### src/rtl/rmx_pkg.sv
package rmx_pkg;

   typedef enum logic [2:0] {
      CMD_NOP,
      CMD_ACT,
      CMD_RD,
      CMD_WR,
      CMD_PRE,
      CMD_PREA,
      CMD_REF,
      CMD_OTHER
   } rmx_cmd_e;

   // Strobe decode; ap is the auto/all-precharge address bit
   function automatic rmx_cmd_e rmx_decode(input logic ras_n, input logic cas_n,
                                           input logic we_n, input logic ap);
      rmx_cmd_e c;
      case ({ras_n, cas_n, we_n})
         3'b111:  c = CMD_NOP;
         3'b011:  c = CMD_ACT;
         3'b101:  c = CMD_RD;
         3'b100:  c = CMD_WR;
         3'b010:  c = ap ? CMD_PREA : CMD_PRE;
         3'b001:  c = CMD_REF;
         default: c = CMD_OTHER;
      endcase
      return c;
   endfunction

endpackage

### src/rtl/rmx_cs_select.sv
module rmx_cs_select #(
   parameter int HOST_CS = 2,
   localparam int HW     = $clog2(HOST_CS)
) (
   input  logic [HOST_CS-1:0] cs_n,
   output logic               any_sel,
   output logic               multi_sel,
   output logic [HW-1:0]      host
);

   always_comb begin
      host = '0;
      for (int i = 0; i < HOST_CS; i++) begin
         if (!cs_n[i]) host = HW'(i);
      end
   end

   assign any_sel   = |(~cs_n);
   assign multi_sel = ($countones(~cs_n) > 1);

endmodule

### src/rtl/rmx_rank_table.sv
module rmx_rank_table #(
   parameter int HOST_CS = 2,
   parameter int BANKS   = 8,
   localparam int HW     = $clog2(HOST_CS),
   localparam int BA_W   = $clog2(BANKS)
) (
   input  logic            clk,
   input  logic            rst_n,
   input  logic [HW-1:0]   host,
   input  logic [BA_W-1:0] bank,
   input  logic            set_en,
   input  logic            set_bit,
   input  logic            clr_one,
   input  logic            clr_all,
   output logic            rd_valid,
   output logic            rd_bit
);

   logic [BANKS-1:0] vld_q [HOST_CS];
   logic [BANKS-1:0] sel_q [HOST_CS];

   for (genvar g = 0; g < HOST_CS; g++) begin : g_host
      always_ff @(posedge clk or negedge rst_n) begin
         if (!rst_n) begin
            vld_q[g] <= '0;
            sel_q[g] <= '0;
         end else if (host == HW'(g)) begin
            if (clr_all) begin
               vld_q[g] <= '0;
            end else if (clr_one) begin
               vld_q[g][bank] <= 1'b0;
            end else if (set_en) begin
               vld_q[g][bank] <= 1'b1;
               sel_q[g][bank] <= set_bit;
            end
         end
      end
   end

   assign rd_valid = vld_q[host][bank];
   assign rd_bit   = sel_q[host][bank];

endmodule

### src/rtl/rmx_cs_steer.sv
module rmx_cs_steer
   import rmx_pkg::*;
#(
   parameter int HOST_CS = 2,
   localparam int HW     = $clog2(HOST_CS),
   localparam int BE_CS  = 2 * HOST_CS
) (
   input  rmx_cmd_e         cmd,
   input  logic             any_sel,
   input  logic             multi_sel,
   input  logic [HW-1:0]    host,
   input  logic             row_bit,
   input  logic             rec_valid,
   input  logic             rec_bit,
   output logic [BE_CS-1:0] cs_n_nxt,
   output logic             e_conflict,
   output logic             e_closed,
   output logic             set_en,
   output logic             clr_one,
   output logic             clr_all
);

   logic [HW:0] pair_lo;
   logic [HW:0] pair_hi;

   assign pair_lo = {host, 1'b0};
   assign pair_hi = {host, 1'b1};

   always_comb begin
      cs_n_nxt   = '1;
      e_conflict = 1'b0;
      e_closed   = 1'b0;
      set_en     = 1'b0;
      clr_one    = 1'b0;
      clr_all    = 1'b0;
      if (multi_sel) begin
         e_conflict = 1'b1;
      end else if (any_sel) begin
         case (cmd)
            CMD_ACT: begin
               cs_n_nxt[{host, row_bit}] = 1'b0;
               set_en = 1'b1;
            end
            CMD_RD, CMD_WR: begin
               if (rec_valid) cs_n_nxt[{host, rec_bit}] = 1'b0;
               else           e_closed = 1'b1;
            end
            CMD_PRE: begin
               if (rec_valid) begin
                  cs_n_nxt[{host, rec_bit}] = 1'b0;
                  clr_one = 1'b1;
               end else begin
                  cs_n_nxt[pair_lo] = 1'b0;
                  cs_n_nxt[pair_hi] = 1'b0;
               end
            end
            CMD_PREA: begin
               cs_n_nxt[pair_lo] = 1'b0;
               cs_n_nxt[pair_hi] = 1'b0;
               clr_all = 1'b1;
            end
            default: begin
               cs_n_nxt[pair_lo] = 1'b0;
               cs_n_nxt[pair_hi] = 1'b0;
            end
         endcase
      end
   end

endmodule

### src/rtl/rank_mult_mapper.sv
module rank_mult_mapper
   import rmx_pkg::*;
#(
   parameter int HOST_CS = 2,
   parameter int BANKS   = 8,
   parameter int ADDR_W  = 16,
   parameter int AP_BIT  = 10,
   localparam int HW     = $clog2(HOST_CS),
   localparam int BA_W   = $clog2(BANKS),
   localparam int BE_CS  = 2 * HOST_CS,
   localparam int ROW_MSB = ADDR_W - 1
) (
   input  logic              clk,
   input  logic              rst_n,
   input  logic [HOST_CS-1:0] h_cs_n,
   input  logic              h_ras_n,
   input  logic              h_cas_n,
   input  logic              h_we_n,
   input  logic [BA_W-1:0]   h_ba,
   input  logic [ADDR_W-1:0] h_addr,
   output logic [BE_CS-1:0]  d_cs_n,
   output logic              d_ras_n,
   output logic              d_cas_n,
   output logic              d_we_n,
   output logic [BA_W-1:0]   d_ba,
   output logic [ADDR_W-1:0] d_addr,
   output logic              err_cs_conflict,
   output logic              err_closed_bank
);

   // Elaboration-time parameter checks
   if (HOST_CS < 2 || (HOST_CS & (HOST_CS - 1)) != 0) begin : g_bad_host
      $error("HOST_CS must be a power of two, at least 2");
   end
   if (BANKS < 2 || (BANKS & (BANKS - 1)) != 0) begin : g_bad_banks
      $error("BANKS must be a power of two, at least 2");
   end
   if (AP_BIT >= ROW_MSB) begin : g_bad_ap
      $error("AP_BIT must lie below the rank-select row bit");
   end

   rmx_cmd_e         cmd;
   logic             any_sel, multi_sel;
   logic [HW-1:0]    host;
   logic             rec_valid, rec_bit;
   logic [BE_CS-1:0] cs_n_nxt;
   logic             e_conflict, e_closed;
   logic             set_en, clr_one, clr_all;

   assign cmd = rmx_decode(h_ras_n, h_cas_n, h_we_n, h_addr[AP_BIT]);

   rmx_cs_select #(.HOST_CS(HOST_CS)) u_sel (
      .cs_n      (h_cs_n),
      .any_sel   (any_sel),
      .multi_sel (multi_sel),
      .host      (host)
   );

   rmx_rank_table #(.HOST_CS(HOST_CS), .BANKS(BANKS)) u_tab (
      .clk      (clk),
      .rst_n    (rst_n),
      .host     (host),
      .bank     (h_ba),
      .set_en   (set_en),
      .set_bit  (h_addr[ROW_MSB]),
      .clr_one  (clr_one),
      .clr_all  (clr_all),
      .rd_valid (rec_valid),
      .rd_bit   (rec_bit)
   );

   rmx_cs_steer #(.HOST_CS(HOST_CS)) u_steer (
      .cmd        (cmd),
      .any_sel    (any_sel),
      .multi_sel  (multi_sel),
      .host       (host),
      .row_bit    (h_addr[ROW_MSB]),
      .rec_valid  (rec_valid),
      .rec_bit    (rec_bit),
      .cs_n_nxt   (cs_n_nxt),
      .e_conflict (e_conflict),
      .e_closed   (e_closed),
      .set_en     (set_en),
      .clr_one    (clr_one),
      .clr_all    (clr_all)
   );

   always_ff @(posedge clk or negedge rst_n) begin
      if (!rst_n) begin
         d_cs_n          <= '1;
         d_ras_n         <= 1'b1;
         d_cas_n         <= 1'b1;
         d_we_n          <= 1'b1;
         d_ba            <= '0;
         d_addr          <= '0;
         err_cs_conflict <= 1'b0;
         err_closed_bank <= 1'b0;
      end else begin
         d_cs_n          <= cs_n_nxt;
         d_ras_n         <= h_ras_n;
         d_cas_n         <= h_cas_n;
         d_we_n          <= h_we_n;
         d_ba            <= h_ba;
         d_addr          <= h_addr;
         err_cs_conflict <= e_conflict;
         err_closed_bank <= e_closed;
      end
   end

   // fields pass through with one clock of delay
   a_r1_pass_delay: assert property (@(posedge clk) disable iff (!rst_n)
      rst_n |=> (d_ba == $past(h_ba) && d_addr == $past(h_addr)
                 && d_ras_n == $past(h_ras_n) && d_we_n == $past(h_we_n)));

   // an activate on a single host chip select opens exactly one back-end rank
   a_r2_act_onehot: assert property (@(posedge clk) disable iff (!rst_n)
      (rst_n && cmd == CMD_ACT && $countones(~h_cs_n) == 1)
         |=> $countones(~d_cs_n) == 1);

   // refresh reaches two back-end ranks
   a_r4_ref_pair: assert property (@(posedge clk) disable iff (!rst_n)
      (rst_n && cmd == CMD_REF && $countones(~h_cs_n) == 1)
         |=> $countones(~d_cs_n) == 2);

   // a conflict drops the command
   a_r6_conflict_drop: assert property (@(posedge clk) disable iff (!rst_n)
      err_cs_conflict |-> &d_cs_n);

   // a column access to a closed bank is dropped
   a_r7_closed_drop: assert property (@(posedge clk) disable iff (!rst_n)
      err_closed_bank |-> (&d_cs_n && !err_cs_conflict));

   // deselect keeps the back end idle
   a_r8_idle: assert property (@(posedge clk) disable iff (!rst_n)
      (rst_n && &h_cs_n) |=> (&d_cs_n && !err_cs_conflict && !err_closed_bank));

endmodule

### config.mk
export PLATFORM = sky130hd
export DESIGN_NAME = rank_mult_mapper
export DESIGN_NICKNAME = d
export VERILOG_FILES = /design/src/rtl/rmx_pkg.sv /design/src/rtl/rmx_cs_select.sv /design/src/rtl/rmx_rank_table.sv /design/src/rtl/rmx_cs_steer.sv /design/src/rtl/rank_mult_mapper.sv
export SDC_FILE = /design/constraint.sdc
export NUM_CORES = 1
export LEC_CHECK = 0
export BUFFER_PORTS_ARGS = -buffer_cell sky130_fd_sc_hd__clkbuf_2
export CAP_MARGIN = 40
export CORE_ASPECT_RATIO = 0.9
export CORE_MARGIN = 2
export CORE_UTILIZATION = 45
export CTS_CLUSTER_SIZE = 30
export DETAILED_ROUTE_END_ITERATION = 12
export PLACE_DENSITY = 0.78
export SLEW_MARGIN = 40
export SYNTH_ARGS = -nofsm -noshare
export SYNTH_HDL_FRONTEND = slang
export SYNTH_SLANG_ARGS = --single-unit
### constraint.sdc
create_clock -name clk -period 2 [get_ports clk]
set_clock_uncertainty 0.15 [all_clocks]
set_input_delay 0.3 -clock clk [delete_from_list [all_inputs] [get_ports clk]]
set_output_delay 0.3 -clock clk [all_outputs]
set_load 0.1 [all_outputs]
After elaboration in Yosys (flattened, before gate mapping):

Cells that the tools add are included.

* reduce and logical (&&, ||, !) cells: 12
* $add $sub $neg: 1
* muxes and demuxes: 51
* equal/unequal tests: 11
* order comparisons: 12
* bitwise logic cells: 15

Operators with widths (count)
* 2-to-1 mux 8 bit: 12
* greater-than comparator 32 x 2 -> 1 bit, second input constant: 1
* 2-to-1 mux 1 bit: 24
* one-hot mux 3 bit (6 select lines): 1
* bitwise AND 8 bit: 2
* bitwise mux 8 bit: 2
* 2-to-1 mux 4 bit: 4
* OR 8 bit: 2
* == test 3 bit, second input constant: 5
* == test 3 x 2 -> 1 bit, second input constant: 4
* < comparator 2 x 3 -> 1 bit, second input constant: 4
* NOT 4 bit: 3
* one-hot mux 4 bit (3 select lines): 1
* greater-or-equal comparator 2 x 1 -> 1 bit, second input constant: 4
* NOT 8 bit: 1
* AND reduction 4 bit: 2
* binary-select mux 1 bit (select 3 bit): 2
* == test 3 x 1 -> 1 bit, second input constant: 2
* logical AND 1 bit: 5
* bitwise AND 4 bit: 1
* demux 1 bit (select 2 bit): 2
* < comparator 3 x 4 -> 1 bit, second input constant: 1
* NOT 3 -> 4 bit: 1
* AND reduction 2 bit: 2
* other kinds (10): 14

* output and inout port bits: 28
* register bits after elaboration: 60
* bits of input ports: 26
* word-level logic and storage cells: 114

Depth between registers and ports, before layout:

* depth in word-level cells: 16
* depth in mapped cells: 8
* depth with buffers taken out: 5

Cells and area by module:

A second synthesis with hierarchy kept.

* cell total of the unflattened synthesis: 261
* area total of the unflattened synthesis: 2912.8 um^2

Modules (own cells, without submodules)
* rmx_rank_table: cells each 187, area an instance 1869.3 um^2, times used 1
* rank_mult_mapper: cells each 34, area an instance 755.7 um^2, times used 1
* rmx_cs_steer: cells each 37, area an instance 276.5 um^2, times used 1
* rmx_cs_select: cells each 3, area an instance 11.3 um^2, times used 1

Worst setup path after synthesis:

No wires, ideal clock.

* path kind: input port to flip-flop
* start: input port h_ba[1]
* end: register u_tab.vld_q[1] (netlist bit)
* setup slack: 0.248 ns
* stages: 7
* setup time: 0.122 ns
* path buffers: 2
* data arrival time: 1.481 ns
* path through: buf_4 > nor3b_4 > a22oi_1 > nand4_2 > buf_6 > nand4_1 > a32o_1

* longest elaborated chain between the ends: 8
* elaborated cells on any way between the ends: 19
* classes of those cells: order compare (2); mux (11); bitwise (3); reduce/logical (3)

RTL lines
* from (decl): RTL line rank_mult_mapper.sv:19 `input logic [BA_W-1:0] h_ba,`
* < comparator 3 x 4 -> 1 bit (not written as such), or another cell as far along: RTL line rmx_rank_table.sv:31, rmx_rank_table.sv:33
* logical AND 1 bit (not written as such) / 2-to-1 mux 1 bit (equally long branches): RTL line rmx_rank_table.sv:31, rmx_rank_table.sv:33, rmx_rank_table.sv:40
* 2-to-1 mux 1 bit (on tied branches): RTL line rmx_rank_table.sv:31, rmx_rank_table.sv:33, rmx_cs_steer.sv:49
* demux 1 bit (select 3 bit) / 2-to-1 mux 1 bit (equally long branches)
* OR 8 bit (no source line), or another cell as far along
* 2-to-1 mux 8 bit, or another cell as far along: RTL line rmx_rank_table.sv:32 `end else if (set_en) begin`
* 2-to-1 mux 8 bit / nonzero test 3 bit (equally long branches)
* 2-to-1 mux 8 bit / AND reduction 2 bit (equally long branches)
* to (signal, indexed assignment): RTL line rmx_rank_table.sv:29 `vld_q[g] <= '0;`
* to (signal, indexed assignment): RTL line rmx_rank_table.sv:31 `vld_q[g][bank] <= 1'b0;`
* to (signal, indexed assignment): RTL line rmx_rank_table.sv:33 `vld_q[g][bank] <= 1'b1;`
* to (decl): RTL line rmx_rank_table.sv:19 `logic [BANKS-1:0] vld_q [HOST_CS];`

Parallel ways exist; a longest one is shown, timed or not. The select of a mux whose other input is x is not followed.
A chain may end at the register's enable or synchronous reset.

Final worst setup path:

* start: input port h_ras_n
* end: register u_tab.sel_q[9] (netlist bit)

* longest elaborated chain between the ends: 8
* elaborated cells on any way between the ends: 22
* classes of those cells: eq/ne (9); mux (10); bitwise (2); reduce/logical (1)

RTL lines
* from (decl): RTL line rank_mult_mapper.sv:16 `input logic h_ras_n,`
* == test 3 x 1 -> 1 bit, or another cell as far along: RTL line rmx_pkg.sv:18 `case ({ras_n, cas_n, we_n})`
* one-hot mux 3 bit (6 select lines) (*): RTL line rmx_pkg.sv:18
* == test 3 bit: RTL line rmx_cs_steer.sv:39 `case (cmd)`
* 2-to-1 mux 1 bit: RTL line rmx_cs_steer.sv:39
* 2-to-1 mux 1 bit: RTL line rmx_cs_steer.sv:38 `end else if (any_sel) begin`
* 2-to-1 mux 1 bit: RTL line rmx_cs_steer.sv:36 `if (multi_sel) begin`
* NOT 1 bit (no source line)
* AND reduction 4 bit (no source line) (*)
* to (signal, indexed assignment): RTL line rmx_rank_table.sv:34 `sel_q[g][bank] <= set_bit;`
* to (decl): RTL line rmx_rank_table.sv:20 `logic [BANKS-1:0] sel_q [HOST_CS];`

Every way passes the cells marked *; elsewhere a longest branch is shown, timed or not.

==> flow_metrics.py <==
metrics = {
    "timing": {
        "finalSetupViolations": 0,
        "layout_setup_ws_ps": 97.6,
        "number_of_hold_violations_in_the_final_report": 0,
        "final.setup.tns_ps": 0,
        "worstMarginPinSlew_ps": 631,
        "worst_hold_slack_ps": 70.0,
        "period_share_pct": 95.1,
        "maxClockFrequency_ghz": 0.526,
        "final-max-slew-violation-count": 0,
        "grt_setup_unrepaired": "false",
        "max-slew-margin-rel_pct": 57.9,
        "finalCriticalPeriod_ps": 1900,
    },
    "floorplan": {
        "die_height_um": 77.5,
        "dieWidth_um": 85.7,
        "floorplan.io_pins": 54,
        "floorplan.initialDensity_pct": 47.2,
        "dieArea_mm2": 0.00664,
        "placementRows": 26,
        "coreArea_mm2": 0.00573,
    },
    "critical_path": {
        "worstPathMaxFanout": 14,
        "critical_path_class": "in -> reg",
        "critPathCaptureType": "flip-flop",
        "path_cells": "dlygate4sd3_1 > clkbuf_2 > nand3b_1 > nor2_1 > buf_4 > nand2_1 > mux2_2",
        "critical_path.startpoint_type": "input pin",
        "critPathTopFamily": "buffers and inverters",
        "cp.buffers_inverters": 3,
        "critical-path-slowest-cell": "dlygate4sd3_1",
        "slowest_delay_ps": 530,
        "cp_data_arrival_time_ps": 1980,
        "critical_path_required_ps": 2080,
    },
    "placed_design": {
        "placement.io_buffers": 53,
        "dp_hpwl_um": 4130,
        "dpl_cell_area_mm2": 0.00312,
        "finalWeightedCongestion": 0.919,
        "dpl_worst_slack_ps": -51.4,
    },
    "clocking": {
        "cts_inserted_buffers": 9,
        "clk_pin_slew_ps": 60,
        "cts_tree": "built",
        "root_buffer": "clkbuf_8",
        "clkLatencyLatePin_ps": 350,
        "clock_tree.htree_level_count": 3,
        "cts_setup_buffers": 0,
        "cts_sinks": 60,
        "clk_path_buf_depth": 2,
    },
    "power_and_ir_drop": {
        "p_int_uw": 2480,
        "power.combinational.fraction_pct": 17.9,
        "netSwitchingPower_uw": 901,
        "clockPowerShare_pct": 41.9,
        "seqPwrFrac_pct": 40.2,
        "ir_drop_mv": 0.570,
        "power_switching_share_pct": 26.6,
        "cell_pwr_density_mw_per_mm2": 942,
        "leakage_uw": 0.00166,
    },
    "routing": {
        "vias_per_cell": 5.57,
        "wl_met2_um": 3340,
        "drt_pass_1_iters": 4,
        "antenna_violating_nets_post_route": 0,
        "route.met3.wl_um": 321,
        "wl_um": 6270,
        "wl_per_cell_um": 17.0,
        "drcViolationCount": 0,
        "num_vias": 2051,
        "detailedRoute.firstIterationViolations": 120,
        "routed.top_layer": "met4",
        "detail_route.wirelength.met1_um": 2460,
    },
    "layout": {
        "multi_input_area_mm2": 0.00107,
        "seqCellArea_mm2": 0.00151,
        "area_delta_synth_final_pct": 32.9,
        "fin_util_pct": 62.7,
        "fillers": 452,
        "num-nets-final": 319,
        "antennaDiodeCount": 0,
        "layout-drive-gt1-share_pct": 46.3,
        "design_area_mm2": 0.00359,
    },
    "synthesis": {
        "post_synthesis_mean_instance_area_um2": 13.2,
        "synth_enable_flop_cells": 0,
        "synth_top_area_share_pct": 49.1,
        "post-synth-top-count-cell": "dfrtp_1",
        "netlist_top_cells_area": "dfrtp_1 (49%), mux2_2 (8.8%), dfstp_2 (6.8%)",
        "synthDominantAreaCellType": "dfrtp_1",
        "synth_area_mm2": 0.00270,
        "ys_seq_area_share_pct": 55.9,
        "synth.top_cells.by_count": "dfrtp_1 (53), mux2_2 (21), nand2_1 (17), a32o_1 (14), nand4_1 (14)",
        "synthCells": 205,
        "synth_nets": 231,
        "yosys_most_used_dff": "dfrtp_1",
        "postSynth.asyncResetShare_pct": 100,
        "postSynthRegisterBits": 60,
        "yosys_warnings": 0,
        "synth_cell_type_count": 41,
    },
    "grt": {
        "grt_first_pass_wirelength_um": 10700,
        "overflow": 0,
        "number_of_antenna_violations_at_the_first_check_in_global_routing": 0,
        "first_global_vias": 2253,
        "track_usage_pct": 21.1,
        "grt_start_max_net_pins": 27,
    },
    "job": {
        "drv_cap": 0,
    },
    "hold_path": {
        "hold_path.class": "in -> reg",
    },
    "run_status": {
        "outcome": "finished clean",
    },
}
[power by group through the flow]
stage	clock, µW	sequential (µW)	combinational, µW
CTS	1440	1360	605
floorplan	0	1580	219
finish	1420	1360	606
global route	1490	1370	647
detailed placement	0	1380	574
global placement	0	1380	560
[timing repair]
item | in CTS | in global routing
gates resized for setup | 0 | 2
hold buffers | 19 | 0
setup endpoints to repair | 0 | 16
endpoints found under the hold margin | 33 | 0
[area by class of cell]
type,instances,share of cell area (%)
Timing Repair Buffer,94,18.0
Clock buffer,13,4.98
Tap cell,70,2.44
Multi-Input combinational cell,127,29.9
Clock inverter,3,2.51
Inverter,1,0.105
Sequential cell,60,42.1
[layout by cell type, fill, tap and decap left out, types with 7 or more instances in the layout]
cell type	n
nor2_1	9
mux2_2	21
buf_4	20
dfrtp_1	53
nand4_1	14
a32o_1	14
nand2_1	17
dfstp_2	7
clkbuf_2	53
dlygate4sd3_1	19
clkbuf_8	13
[worst paths after layout]
path,start,endpoint,slack [ps],depth (start not counted)
max,h_ras_n,u_tab.sel_q[9],100,7
min,h_cs_n[0],err_cs_conflict,70,2
max reg2reg,u_tab.vld_q[9],d_cs_n[3],240,6
min reg2reg,u_tab.sel_q[13],u_tab.sel_q[13],360,1
max in group asynchronous,rst_n,d_ba[1],730,3
min in group asynchronous,rst_n,u_tab.sel_q[13],360,2
[per-layer routing]
layer,track usage [%],vias to the layer above
li1,-,937
met5,0,-
met4,9.84,0
met2,35.7,63
met3,6.49,12
met1,24.4,1039
[registers in the layout (all words and copies together), names as in the netlist]
register / cells
d_addr: 16
d_ba: 3
d_cas_n: 1
d_cs_n: 4
d_ras_n: 1
d_we_n: 1
err_closed_bank: 1
err_cs_conflict: 1
u_tab.sel_q: 16
u_tab.vld_q: 16
[cells by family after synthesis]
family	after synthesis	synth area share [%]
mux	28	13.4
buf+inv	18	4.68
simple gates	70	16.3
flops	60	55.9
compound gates	29	9.68
[per-stage QoR]
stage | power (µW) | cells
finish | 3380 | 368
global route | 3510 | 368
CTS | 3410 | 368
detailed placement | 1950 | 333
global placement | 1940 | 333
floorplan | 1800 | 205
[worst reg2reg max path, stage by stage, from the launching register on]
cell and delay, ps:
dfrtp_1 390, mux2_1 310, a22oi_1 220, nand4_2 130, buf_4 190, a31oi_4 190
o21ai_1 110
No activity file was read; power rests on OpenSTA's default activity.
